## src/rtl/span_ref_pkg.sv

```systemverilog
`timescale 1ns/1ps
package span_ref_pkg;
    typedef enum logic [1:0] {
        ZC_ARM  = 2'd0,
        ZC_ONE  = 2'd1,
        ZC_LOCK = 2'd2
    } zc_state_e;
endpackage

```

## src/rtl/span_idx_edge.sv

```systemverilog
`timescale 1ns/1ps
module span_idx_edge (
    input  logic clk,
    input  logic rst_n,
    input  logic idx_in,
    output logic idx_rise
);
    typedef struct packed {
        logic lvl;
    } edge_t;

    edge_t edge_d, edge_q;

    always_comb begin
        edge_d     = edge_q;
        edge_d.lvl = idx_in;
        idx_rise   = idx_in & ~edge_q.lvl;
    end

    always_ff @(posedge clk) begin
        if (!rst_n) edge_q <= '0;
        else        edge_q <= edge_d;
    end

    // a rise can never be followed by another rise on the next cycle
    p_rise_single_r2: assert property (@(posedge clk) disable iff (!rst_n)
        idx_rise |=> !idx_rise);
endmodule

```

## src/rtl/span_accum.sv

```systemverilog
`timescale 1ns/1ps
module span_accum #(
    parameter int SPAN_W = 24
) (
    input  logic                     clk,
    input  logic                     rst_n,
    input  logic                     step_en,
    input  logic                     step_dir,
    input  logic                     restart,
    output logic signed [SPAN_W-1:0] span_val,
    output logic                     span_bad,
    output logic                     ovf_p
);
    localparam logic signed [SPAN_W-1:0] SPAN_MAX = {1'b0, {(SPAN_W-1){1'b1}}};
    localparam logic signed [SPAN_W-1:0] SPAN_MIN = {1'b1, {(SPAN_W-1){1'b0}}};
    localparam logic signed [SPAN_W-1:0] SPAN_ONE = {{(SPAN_W-1){1'b0}}, 1'b1};

    typedef struct packed {
        logic signed [SPAN_W-1:0] cnt;
        logic                     win_ovf;
        logic                     ovf_p;
    } acc_t;

    acc_t acc_d, acc_q;
    logic signed [SPAN_W-1:0] stepped;
    logic                     step_ovf;

    always_comb begin
        stepped  = acc_q.cnt;
        step_ovf = 1'b0;
        if (step_en) begin
            if (step_dir) begin
                if (acc_q.cnt == SPAN_MAX) step_ovf = 1'b1;
                else                       stepped  = acc_q.cnt + SPAN_ONE;
            end else begin
                if (acc_q.cnt == SPAN_MIN) step_ovf = 1'b1;
                else                       stepped  = acc_q.cnt - SPAN_ONE;
            end
        end

        span_val = stepped;
        span_bad = acc_q.win_ovf | step_ovf;
        ovf_p    = acc_q.ovf_p;

        acc_d       = acc_q;
        acc_d.ovf_p = step_ovf & ~acc_q.win_ovf;
        if (restart) begin
            acc_d.cnt     = '0;
            acc_d.win_ovf = 1'b0;
        end else begin
            acc_d.cnt     = stepped;
            acc_d.win_ovf = acc_q.win_ovf | step_ovf;
        end
    end

    always_ff @(posedge clk) begin
        if (!rst_n) acc_q <= '0;
        else        acc_q <= acc_d;
    end

    p_hold_max_r5: assert property (@(posedge clk) disable iff (!rst_n)
        (acc_q.cnt == SPAN_MAX && step_en && step_dir && !restart) |=> acc_q.cnt == SPAN_MAX);

    p_hold_min_r5: assert property (@(posedge clk) disable iff (!rst_n)
        (acc_q.cnt == SPAN_MIN && step_en && !step_dir && !restart) |=> acc_q.cnt == SPAN_MIN);

    p_ovf_once_r6: assert property (@(posedge clk) disable iff (!rst_n)
        ovf_p |=> !ovf_p);

    p_restart_zero_r4: assert property (@(posedge clk) disable iff (!rst_n)
        restart |=> acc_q.cnt == '0 && !acc_q.win_ovf);
endmodule

```

## src/rtl/span_ref_capture.sv

```systemverilog
`timescale 1ns/1ps
module span_ref_capture
    import span_ref_pkg::*;
#(
    parameter int SPAN_W = 24
) (
    input  logic                     clk,
    input  logic                     rst_n,
    input  logic                     idx_rise,
    input  logic                     zc_start,
    input  logic signed [SPAN_W-1:0] span_val,
    input  logic                     span_bad,
    output logic [SPAN_W-1:0]        ref_value,
    output logic [SPAN_W-1:0]        upd_value,
    output logic                     ref_ok,
    output logic                     ref_set_p,
    output logic                     upd_load_p
);
    typedef struct packed {
        zc_state_e          st;
        logic [SPAN_W-1:0]  ref_v;
        logic [SPAN_W-1:0]  upd_v;
        logic               ok;
        logic               ref_p;
        logic               upd_p;
    } cap_t;

    cap_t cap_d, cap_q;

    always_comb begin
        cap_d       = cap_q;
        cap_d.ref_p = 1'b0;
        cap_d.upd_p = 1'b0;
        if (zc_start) begin
            cap_d.st = ZC_ARM;
            cap_d.ok = 1'b0;
        end else if (idx_rise) begin
            cap_d.upd_v = span_val;
            cap_d.upd_p = 1'b1;
            unique case (cap_q.st)
                ZC_ARM: cap_d.st = ZC_ONE;
                ZC_ONE: begin
                    if (!span_bad) begin
                        cap_d.ref_v = span_val;
                        cap_d.ok    = 1'b1;
                        cap_d.ref_p = 1'b1;
                        cap_d.st    = ZC_LOCK;
                    end
                end
                ZC_LOCK: begin
                    if (span_bad) begin
                        cap_d.ok = 1'b0;
                        cap_d.st = ZC_ONE;
                    end
                end
                default: cap_d.st = ZC_ARM;
            endcase
        end
    end

    always_ff @(posedge clk) begin
        if (!rst_n) begin
            cap_q    <= '0;
            cap_q.st <= ZC_ARM;
        end else begin
            cap_q <= cap_d;
        end
    end

    assign ref_value  = cap_q.ref_v;
    assign upd_value  = cap_q.upd_v;
    assign ref_ok     = cap_q.ok;
    assign ref_set_p  = cap_q.ref_p;
    assign upd_load_p = cap_q.upd_p;

    p_load_on_edge_r3: assert property (@(posedge clk) disable iff (!rst_n)
        (idx_rise && !zc_start) |=> upd_load_p);

    p_no_ref_first_r7: assert property (@(posedge clk) disable iff (!rst_n)
        (cap_q.st == ZC_ARM) |=> !ref_ok);

    p_set_means_ok_r7: assert property (@(posedge clk) disable iff (!rst_n)
        ref_set_p |-> ref_ok);

    p_bad_span_r8: assert property (@(posedge clk) disable iff (!rst_n)
        (idx_rise && span_bad) |=> !ref_ok);

    p_ref_hold_r9: assert property (@(posedge clk) disable iff (!rst_n)
        (cap_q.st == ZC_LOCK && !zc_start) |=> $stable(ref_value));

    p_zc_clear_r10: assert property (@(posedge clk) disable iff (!rst_n)
        zc_start |=> (!ref_ok && !upd_load_p));
endmodule

```

## src/rtl/span_ref_counter.sv

```systemverilog
`timescale 1ns/1ps
module span_ref_counter #(
    parameter int SPAN_W = 24
) (
    input  logic              clk,
    input  logic              rst_n,
    input  logic              step_en,
    input  logic              step_dir,
    input  logic              index_in,
    input  logic              zc_start,
    output logic [SPAN_W-1:0] ref_value,
    output logic [SPAN_W-1:0] upd_value,
    output logic              ref_ok,
    output logic              ref_set_p,
    output logic              upd_load_p,
    output logic              span_ovf_p
);
    logic                     idx_rise;
    logic                     restart;
    logic signed [SPAN_W-1:0] span_val;
    logic                     span_bad;

    assign restart = idx_rise | zc_start;

    span_idx_edge u_edge (
        .clk      (clk),
        .rst_n    (rst_n),
        .idx_in   (index_in),
        .idx_rise (idx_rise)
    );

    span_accum #(.SPAN_W(SPAN_W)) u_accum (
        .clk      (clk),
        .rst_n    (rst_n),
        .step_en  (step_en),
        .step_dir (step_dir),
        .restart  (restart),
        .span_val (span_val),
        .span_bad (span_bad),
        .ovf_p    (span_ovf_p)
    );

    span_ref_capture #(.SPAN_W(SPAN_W)) u_capture (
        .clk        (clk),
        .rst_n      (rst_n),
        .idx_rise   (idx_rise),
        .zc_start   (zc_start),
        .span_val   (span_val),
        .span_bad   (span_bad),
        .ref_value  (ref_value),
        .upd_value  (upd_value),
        .ref_ok     (ref_ok),
        .ref_set_p  (ref_set_p),
        .upd_load_p (upd_load_p)
    );

    p_ovf_single_r6: assert property (@(posedge clk) disable iff (!rst_n)
        span_ovf_p |=> !span_ovf_p);
endmodule

```

## config.mk

```make
export PLATFORM = sky130hd
export DESIGN_NAME = span_ref_counter
export DESIGN_NICKNAME = d
export VERILOG_FILES = /design/src/rtl/span_ref_pkg.sv /design/src/rtl/span_idx_edge.sv /design/src/rtl/span_accum.sv /design/src/rtl/span_ref_capture.sv /design/src/rtl/span_ref_counter.sv
export SDC_FILE = /design/constraint.sdc
export NUM_CORES = 1
export LEC_CHECK = 0
export CAP_MARGIN = 10
export CORE_ASPECT_RATIO = 0.9
export CORE_MARGIN = 8
export CORE_UTILIZATION = 54
export DETAILED_ROUTE_END_ITERATION = 8
export PLACE_DENSITY = 0.85
export SYNTH_ARGS = -nofsm -noshare
export SYNTH_HDL_FRONTEND = slang
export SYNTH_SLANG_ARGS = --single-unit
```

## constraint.sdc

```tcl
create_clock -name clk -period 2.9 [get_ports clk]
set_input_delay 0.58 -clock clk [delete_from_list [all_inputs] [get_ports clk]]
set_output_delay 0.58 -clock clk [all_outputs]
set_load 0.1 [all_outputs]
```

==> flow_summary.toml <==
[sta]
fin_tns_setup_ns = 0
rsz0062_at_grt = "false"
slew_violations = 0
period_minus_slack_ns = 2.72
max_slew_margin = 0.557
timing.fmax_ghz = 0.367
worstMarginPinSlew_ns = 0.659
hold_viol_final = 0
fin_crit_sh = 0.940
setup_violations = 0
fin_skew_ns = 0.0156

[floorplanning]
die_w_um = 106
ios = 58
core_um2 = 7080
rows = 29
die_h_um = 97.3
initial_utilization = 0.560
die_area_um2 = 10300

[critical_path]
cp_max_fo = 6
critPathArrivalTime_ns = 2.95
critPathKind = "register to register"
cp-start-kind = "register"
rrSetupSlack_ns = 0.18
end_kind = "register"
crit_required_ns = 3.12

[synthesis]
avgSynthCellArea_um2 = 8.30
syn-num-nets = 486
yosysWarnings = 0
synth_top_area_cell = "dfxtp_1"
synth_top_cells_by_area = "dfxtp_1 40%, buf_4 9.1%, a21oi_1 6.6%"
ys_seq_area_frac = 0.404
synth_ff_type = "dfxtp_1"
synthCells = 478
async_flop_share = 0
yosys.area.top_type_share = 0.404
synth_enable_flop_cells = 0
netlist_area_um2 = 3970
ys_ff_latch = 80
synth_cell_types = 57

[layout]
drive_gt1_frac = 0.215
area_growth_pct = 11.5
antenna_cells = 0
layout_common_cells = "80 x dfxtp_1, 75 x buf_4, 52 x a21oi_1, 47 x nor2_1, 40 x o21ai_0"
multiInputGateArea_um2 = 1850
final_util = 0.625
mostFrequentLayoutCell = "dfxtp_1"
num-fill-cells = 655
regArea_um2 = 1600
finalNetCount = 500

[global_routing]
grt_usage = 0.193
grt_max_degree = 43
grt_pass1_vias = 3235
antenna_found_initial = 0
overflow = 0
grt_pass1_wl_mm = 16.4

[power]
pwr_density_cell_nw_per_um2 = 544
p_leak_nw = 1.71
sw_frac_of_total = 0.332
p_comb_frac = 0.198
intPower_mw = 1.61
peakVddDrop_uv = 322
power_frac_clock = 0.322
seq_power_share = 0.480
p_switching_uw = 798

[clocking]
cts_sinks = 80
clkLatencyLatePin_ns = 0.36
htreeDepth = 3
tritoncts = "built"
path_clk_slew_ns = 0.09
postCtsSetupRepairBufs = 0
cts.path.max_buffers = 2
cts_made_buffers = 9
cts_root_buffer = "clkbuf_8"

[drt]
wirelength_mm = 9.95
firstDrtPassIters = 6
drcViolationCount = 0
vias = 3395
viasPerCell = 5.75
ant_nets = 0
post_drt_wl_per_cell_um = 16.9
drt-initial-drc-count = 241

[min_path]
min_path_type = "register to register"

[placement]
gp_congestion = 0.955
dp_hpwl_mm = 7.32
port_buffers = 57

[job]
maxCapViolCount = 0

[outcome]
status = "completed"
Yosys cell counts (3+ instances only):
| master | n |
|---|---|
| a211oi_1 | 3 |
| a21oi_1 | 52 |
| and3_1 | 4 |
| buf_2 | 6 |
| buf_4 | 48 |
| clkbuf_1 | 22 |
| dfxtp_1 | 80 |
| inv_1 | 8 |
| mux2i_1 | 5 |
| nand2_1 | 30 |
| nand2b_1 | 7 |
| nand3_1 | 17 |
| nand4_1 | 9 |
| nor2_1 | 48 |
| nor2b_1 | 5 |
| nor3_1 | 10 |
| nor4_1 | 7 |
| o21ai_0 | 40 |
| or2_2 | 3 |
| or3_1 | 4 |
| xnor2_1 | 14 |
| xor2_1 | 9 |
sequential cells by signal, summed over array words and instances (netlist names):
signal / cells
u_capture.upd_value: 24
u_capture.ref_set_p: 1
u_accum.acc_q: 25
u_edge.edge_q: 1
u_capture.cap_q: 2
u_capture.upd_load_p: 1
u_accum.ovf_p: 1
u_capture.ref_ok: 1
u_capture.ref_value: 24
metal layers:
layer / GRT usage / vias up / share of wire
li1: - / 1653 / -
met1: 0.258 / 1598 / 0.47
met4: 0.0746 / 0 / 0.017
met5: 0 / - / 0
met2: 0.280 / 123 / 0.43
met3: 0.0630 / 21 / 0.074
power groups by stage:
| stage | registers (mW) | clock network, mW | logic (mW) |
|---|---|---|---|
| 2_1_floorplan | 1.18 | 0 | 0.387 |
| 3_3_place_gp | 1.18 | 0 | 0.469 |
| 3_5_place_dp | 1.18 | 0 | 0.471 |
| 4_1_cts | 1.15 | 0.788 | 0.474 |
| 5_1_grt | 1.16 | 0.839 | 0.505 |
| 6_report | 1.16 | 0.774 | 0.476 |
cell families after synthesis:
| logic type | count (synthesis) | synth area share |
|---|---|---|
| compound gates | 123 | 0.186 |
| buf+inv | 86 | 0.133 |
| fa+ha+maj | 2 | 0.00631 |
| mux | 5 | 0.0126 |
| simple gates | 159 | 0.207 |
| flops | 80 | 0.404 |
| xor+xnor | 23 | 0.0508 |
path summary, 6_finish.rpt:
path                                                              to                           startpoint  cells after the start
worst max-delay path            u_capture.upd_value[13]$_SDFFE_PN0P_          u_accum.acc_q[6]$_SDFF_PP0_                      8
worst min-delay path             u_capture.upd_value[8]$_SDFFE_PN0P_  u_capture.upd_value[8]$_SDFFE_PN0P_                      2
worst max register to register  u_capture.upd_value[13]$_SDFFE_PN0P_          u_accum.acc_q[6]$_SDFF_PP0_                      8
worst min register to register   u_capture.upd_value[8]$_SDFFE_PN0P_  u_capture.upd_value[8]$_SDFFE_PN0P_                      2
critical path: stages, from the launching register on:
cell and delay, ns:
dfxtp_1 0.39, or4_4 0.55, nor4_4 0.40, buf_4 0.21, a41o_1 0.32, a21oi_1 0.17, and2b_1 0.21, xnor2_1 0.23
a21oi_1 0.10
through the flow:
step	instances	instance area, um2	hold WS [ns]	worst slack, ns	power [mW]
after floorplan	478	3970	0.407	0.490	1.56
after global placement	574	4230	0.433	0.113	1.65
after detailed placement	574	4230	0.447	0.0676	1.65
after CTS	590	4410	0.463	0.225	2.42
after global routing	590	4420	0.474	0.0363	2.50
final	590	4420	0.462	0.175	2.41
layout make-up:
class,count,share of cell area
Sequential cell,80,0.362
Clock inverter,6,0.0110
Timing Repair Buffer,81,0.143
Multi-Input combinational cell,312,0.419
Inverter,8,0.00679
Clock buffer,10,0.0311
Tap cell,93,0.0263
what timing repair did:
action,4_1_cts,5_1_grt
gates resized for setup,0,1
hold buffers,0,0
endpoints found under the setup margin,0,1
(Power assumes the default switching activity.)
